===== config.mk =====
export PLATFORM = sky130hd
export DESIGN_NAME = eic_dbnc_bank
export DESIGN_NICKNAME = d
export VERILOG_FILES = /design/src/rtl/eic_dbnc_bank.sv
export SDC_FILE = /design/constraint.sdc
export NUM_CORES = 1
export LEC_CHECK = 0
export ABC_CLOCK_PERIOD_IN_PS = 3400
export BUFFER_PORTS_ARGS = -buffer_cell sky130_fd_sc_hd__buf_4
export CORE_MARGIN = 4
export CORE_UTILIZATION = 55
export DETAILED_ROUTE_END_ITERATION = 6
export GPL_TIMING_DRIVEN = 0
export PLACE_DENSITY = 0.78
export SYNTH_ARGS = -nofsm -noshare
export SYNTH_HDL_FRONTEND = slang
export SYNTH_SLANG_ARGS = --single-unit

===== constraint.sdc =====
create_clock -name clk -period 3.4 [get_ports clk]
set_input_delay 0.68 -clock clk [delete_from_list [all_inputs] [get_ports clk]]
set_output_delay 0.68 -clock clk [all_outputs]
set_load 0.01 [all_outputs]

===== src/rtl/eic_dbnc_bank.sv =====
module eic_dbnc_bank #(
  parameter int CLK_HZ = 125_000_000,
  parameter int NCH    = 8,
  parameter int DW     = 12
) (
  input  logic            clk,
  input  logic            rst_n,
  input  logic [NCH-1:0]  ext_in,
  input  logic            reg_valid,
  input  logic            reg_write,
  input  logic [7:0]      reg_addr,
  input  logic [31:0]     reg_wdata,
  output logic [31:0]     reg_rdata,
  output logic            irq
);
  localparam int TICK_DIV = (CLK_HZ / 1000 < 1) ? 1 : CLK_HZ / 1000;
  localparam int PW = $clog2(TICK_DIV) + 1;
  localparam int CW = (NCH < 2) ? 1 : $clog2(NCH);
  localparam logic [7:0] CTRL_BASE = 8'h40;

  logic [NCH-1:0] sync1, sync2, db, en, pol, ie, raw, arm, hit;
  logic [31:0]    dbc [NCH];
  logic [DW-1:0]  cnt [NCH];
  logic [PW-1:0]  pre;
  logic           tick;

  wire wr      = reg_valid & reg_write;
  wire wr_en   = wr && reg_addr == 8'h04;
  wire wr_pol  = wr && reg_addr == 8'h14;
  wire wr_ie   = wr && reg_addr == 8'h18;
  wire wr_clr  = wr && reg_addr == 8'h24;
  wire arm_wr  = wr && reg_addr == 8'h28;
  wire ctrl_sel = reg_addr[1:0] == 2'b00 &&
                  reg_addr >= CTRL_BASE && reg_addr < CTRL_BASE + 8'(4 * NCH);
  wire [CW-1:0] ctrl_idx = reg_addr[CW+1:2];

  assign tick = pre == PW'(TICK_DIV - 1);
  assign hit  = en & arm & ~(db ^ pol);
  assign irq  = |(raw & ie);

  always_ff @(posedge clk or negedge rst_n)
    if (!rst_n) pre <= '0;
    else        pre <= tick ? '0 : pre + 1'b1;

  always_ff @(posedge clk or negedge rst_n)
    if (!rst_n) begin
      sync1 <= '0;
      sync2 <= '0;
    end else begin
      sync1 <= ext_in;
      sync2 <= sync1;
    end

  always_ff @(posedge clk or negedge rst_n)
    if (!rst_n) begin
      db <= '0;
      for (int i = 0; i < NCH; i++) cnt[i] <= '0;
    end else begin
      for (int i = 0; i < NCH; i++) begin
        if (sync2[i] == db[i]) cnt[i] <= '0;
        else if (tick) begin
          if ((DW+1)'(cnt[i]) + 1'b1 >= (DW+1)'((dbc[i][DW-1:0] == '0) ? DW'(1) : dbc[i][DW-1:0])) begin
            db[i]  <= sync2[i];
            cnt[i] <= '0;
          end else cnt[i] <= cnt[i] + 1'b1;
        end
      end
    end

  always_ff @(posedge clk or negedge rst_n)
    if (!rst_n) begin
      en  <= '0;
      pol <= '0;
      ie  <= '0;
      raw <= '0;
      arm <= '0;
      for (int i = 0; i < NCH; i++) dbc[i] <= '0;
    end else begin
      if (wr_en)  en  <= reg_wdata[NCH-1:0];
      if (wr_pol) pol <= reg_wdata[NCH-1:0];
      if (wr_ie)  ie  <= reg_wdata[NCH-1:0];
      raw <= (raw & ~(wr_clr ? reg_wdata[NCH-1:0] : '0)) | hit;
      arm <= arm_wr ? reg_wdata[NCH-1:0] : (arm & ~hit);
      if (wr && ctrl_sel) dbc[ctrl_idx] <= reg_wdata;
    end

  always_comb begin
    reg_rdata = '0;
    if (reg_valid && !reg_write) begin
      case (reg_addr)
        8'h00: reg_rdata = 32'(db & en);
        8'h04: reg_rdata = 32'(en);
        8'h14: reg_rdata = 32'(pol);
        8'h18: reg_rdata = 32'(ie);
        8'h1C: reg_rdata = 32'(raw);
        8'h20: reg_rdata = 32'(raw & ie);
        8'h28: reg_rdata = 32'(arm);
        default: if (ctrl_sel) reg_rdata = dbc[ctrl_idx];
      endcase
    end
  end
endmodule


==> flow_results.org <==
** Floorplanning
- The initial utilization of the core area, before any placement, comes to 55.6%.
- Number of rows in the core area :: 76
- The floorplan step defined a core boundary enclosing 43000 sq um.
- Measured along the x axis, the die boundary spans 216 um.
- 85 I/O pins were placed.
- Area of the die :: 46800 sq um
- Measured along the y axis, the die boundary spans 216 um.

** STA
- For this run, the top clock speed supported by timing is 0.295 GHz.
- Setup ws final :: 0.00917 ns
- Final number of setup-violating endpoints :: 0
- Worst-Margin Slew :: 1.18 ns
- Post-Route Setup TNS :: 0 ns
- The final-report max-slew violation count is 0.
- Hold timing on the final database bottoms out at a slack of 0.146 ns.
- Setup repair after global routing could not meet its margin everywhere.
- In this run the tightest slew margin relative to its limit is 21.0%.
- For the final database, setup skew stands at 0.0185 ns.
- The number of hold violations in the final report is 0.
- Dividing the final minimum period by the clock period gives 99.7%.
- Crit path time final :: 3.39 ns

** Min path
- The worst hold path belongs to the class input port to async pin.

** GRT
- Number of antenna violations at the first check in global routing :: 2
- Global-route wire length before repair :: 99000 um
- Global routing finished with a remaining overflow of 0.
- Number of global-route vias before repair :: 17900
- GR Util All Layers :: 26.6%
- Entering global routing, the biggest net connects 122 pins.

** Critical path
- For the worst setup path, the data required time is 2.72 ns.
- STA classifies the critical path startpoint as an input port.
- In this run the worst path has a maximum fanout of 10.
- Critical path class :: input port to output pin
- Register-to-Register Path Depth :: 12
- At the worst endpoint, the arrival time is 2.71 ns.
- Category of the worst setup path capture point :: output pin

** Yosys
- Averaged over all synthesized cells, the footprint is 11.1 sq um.
- Most used DFF post-synth :: sky130_fd_sc_hd__dfrtp_1
- Top cell type by total area after synthesis :: sky130_fd_sc_hd__dfrtp_1
- In this run, synthesis inferred 0 flip-flops with an integrated enable.
- Yosys printed 0 warnings.
- By area the synthesized netlist is led by sky130_fd_sc_hd__dfrtp_1 (45%), sky130_fd_sc_hd__mux2_2 (13%), sky130_fd_sc_hd__mux4_2 (6.0%).
- The cell count after synthesis came out at 2155.
- Counting flops with an async set or reset pin after synthesis yields a share of 100%.
- Top cell type's share of synthesized area :: 45.5%
- Synthesis produced a netlist with a net count of 2312.
- Summing the areas of all xor and xnor instances in the mapped netlist gives 3.96% of the synthesized area.
- Fraction of the mapped netlist area in compound gates :: 7.87%
- Post-synthesis share of cell area spent on and, or, nand and nor gates :: 13.3%
- Yosys mapped the design onto 69 distinct sky130hd cell types.
- Main combinational cell family by area after synthesis :: multiplexers
- Fraction of the yosys area taken by sequential cells :: 45.5%
- In this run, synthesis produced a sequential element count of 434.
- Measured against the total synthesized area, the mux share comes to 20.4%.
- Cell area after synthesis :: 23900 sq um
- Summing the areas of all fa, ha and maj instances in the mapped netlist gives 5.50% of the synthesized area.

** Placed design
- Count of port buffers added during placement :: 83
- After legalization and detailed placement, the total HPWL measured 44900 um.
- At the end of routability-driven placement, the weighted congestion stood at 0.946.
- Prior to clock tree synthesis, the placed netlist has a worst setup slack of -0.613 ns.

** Power
- For this design the static power due to leakage is 13.0 nW.
- Worst vdd ir :: 344 uV
- P per Cell Area :: 410 nW/um^2
- Total power :: 0.0111 W

** Cells and area
- Fraction of layout instances using a drive strength above 1 :: 27.0%
- The largest registers in the layout are dbc x256, cnt x96, pre x18.
- Registers take 10900 sq um.
- The register with the most flip-flops in the layout has 256 of them.
- Number of fillers in the final layout :: 3340
- For this run, the share of the core covered by cells in the final layout is 63.3%.
- Final net count :: 2448
- dbc holds more flip-flops than any other register.
- Summing all multi-input logic gate instances after layout gives 12400 sq um.
- Area added between synthesis and finish :: 13.8%

** Clock tree
- Clock-pin slew was measured on the worst setup and hold paths at 0.06 ns.
- Clock tree from TritonCTS :: yes
- Hold_buf cts :: 0
- Buffers inserted during clock tree synthesis total 46.
- H-tree levels :: 2
- Buffer levels on the longest clock path :: 3
- The cell sitting at the root of the clock tree is a sky130_fd_sc_hd__clkbuf_16.
- Clock sinks :: 434
- Later-pin clock latency in the skew report :: 0.59 ns

** Job
- Max Cap Violations :: 0

** Route
- Avg Vias per Cell :: 6.21
- For this run, design rule violations remaining after detail routing come to 12.
- Starting DRT DRC Count :: 1662
- 1st-pass router iterations :: 7
- The final route contains 18100 vias.
- Avg WL per Cell :: 21.8 um
- Wire length after detailed routing :: 63500 um
- In this run the remaining antenna-violating nets after routing total 0.

** Run status
- Status :: complete, but fails checks
- Failing checks :: DRC
## power breakdown
part	internal, W	switching (W)	leakage [nW]	total (W)
clock network	0.00278	0.00211	0.723	0.00488
logic	0.000376	0.000506	6.46	0.000882
registers	0.00528	0.0000945	5.83	0.00537
## metrics by stage
step           area, sq um  std cells
6_report             27200       2913
5_1_grt              27200       2913
4_1_cts              26900       2909
3_5_place_dp         25300       2826
3_3_place_gp         25200       2823
2_1_floorplan        23900       2155
## cell usage after synthesis (all sizes together) (30+ instances only)
library cell	count
nor3	36
mux2	277
o21ai	74
xor2	40
dfrtp	434
nand2	162
ha	105
and3	41
nand3	125
xnor2	68
buf	42
clkbuf	62
a22o	30
a21oi	57
inv	106
mux2i	32
mux4	64
nor2	147
nand4	32
## what timing repair did
item / in CTS / in global routing
resized for setup: 49 / 80
pin swaps: 3 / 6
endpoints found under the setup margin: 84 / 120
buffers inserted: 2 / 9
## metal layers
layer | share of wire [%] | up-vias | GRT usage (%) | routed length (um)
met5 | 0 | - | 0 | 0
met4 | 4.3 | 0 | 10.9 | 2760
met3 | 7.4 | 166 | 5.26 | 4700
met2 | 47 | 730 | 42.4 | 30000
met1 | 41 | 9073 | 36.2 | 26100
li1 | - | 8112 | - | -
## layout by cell type, fill, tap and decap left out, types with 31 or more instances in the layout
cell type and n:
sky130_fd_sc_hd__mux2i_1 31, sky130_fd_sc_hd__nand3_1 117, sky130_fd_sc_hd__nor3_1 31, sky130_fd_sc_hd__and3_1 39, sky130_fd_sc_hd__buf_4 99, sky130_fd_sc_hd__clkbuf_1 45, sky130_fd_sc_hd__inv_1 106, sky130_fd_sc_hd__nor2_1 137
sky130_fd_sc_hd__nand4_1 32, sky130_fd_sc_hd__o21ai_0 70, sky130_fd_sc_hd__ha_1 100, sky130_fd_sc_hd__mux2_2 277, sky130_fd_sc_hd__a21oi_1 57, sky130_fd_sc_hd__xnor2_1 67, sky130_fd_sc_hd__xor2_1 39, sky130_fd_sc_hd__nand2_1 162
sky130_fd_sc_hd__mux4_2 64, sky130_fd_sc_hd__clkbuf_16 46, sky130_fd_sc_hd__dfrtp_1 427
## cell families after synthesis
family / after synthesis
DFF: 434
muxes: 373
xor gates and xnor gates: 108
buffers and inverters: 210
adders and majority gates: 105
AOI/OAI and AO/OA: 278
and+or+nand+nor: 647
## critical path: stages
cell                        delay [ns]
sky130_fd_sc_hd__buf_4            0.11
sky130_fd_sc_hd__inv_1            0.14
sky130_fd_sc_hd__nor2_2           0.42
sky130_fd_sc_hd__and3_1           0.23
sky130_fd_sc_hd__buf_1            0.50
sky130_fd_sc_hd__a2111oi_1        0.20
sky130_fd_sc_hd__nor2_1           0.25
sky130_fd_sc_hd__buf_4            0.18
## area by class of cell
type,count,share of cell area (%)
timing repair buffer,97,2.93
clock buffer,66,4.84
buffer,95,1.79
antenna,2,0.0184
multi-input combinational,1511,45.8
clock inverter,17,0.520
sequential,434,40.0
inverter,106,1.46
tap,585,2.69
## path summary, 6_finish.rpt
kind	from	end	slack, ns
worst max-delay path	reg_addr[5]	reg_rdata[3]	0.009
worst min-delay path	rst_n	dbc[210]	0.15
worst max register to register	cnt[14]	cnt[21]	0.11
worst min register to register	sync1[6]	sync2[6]	0.35
max in group asynchronous	rst_n	cnt[12]	2.09
min in group clk	ext_in[6]	sync1[6]	0.19
Note: power is estimated with default switching activity, not from simulation.
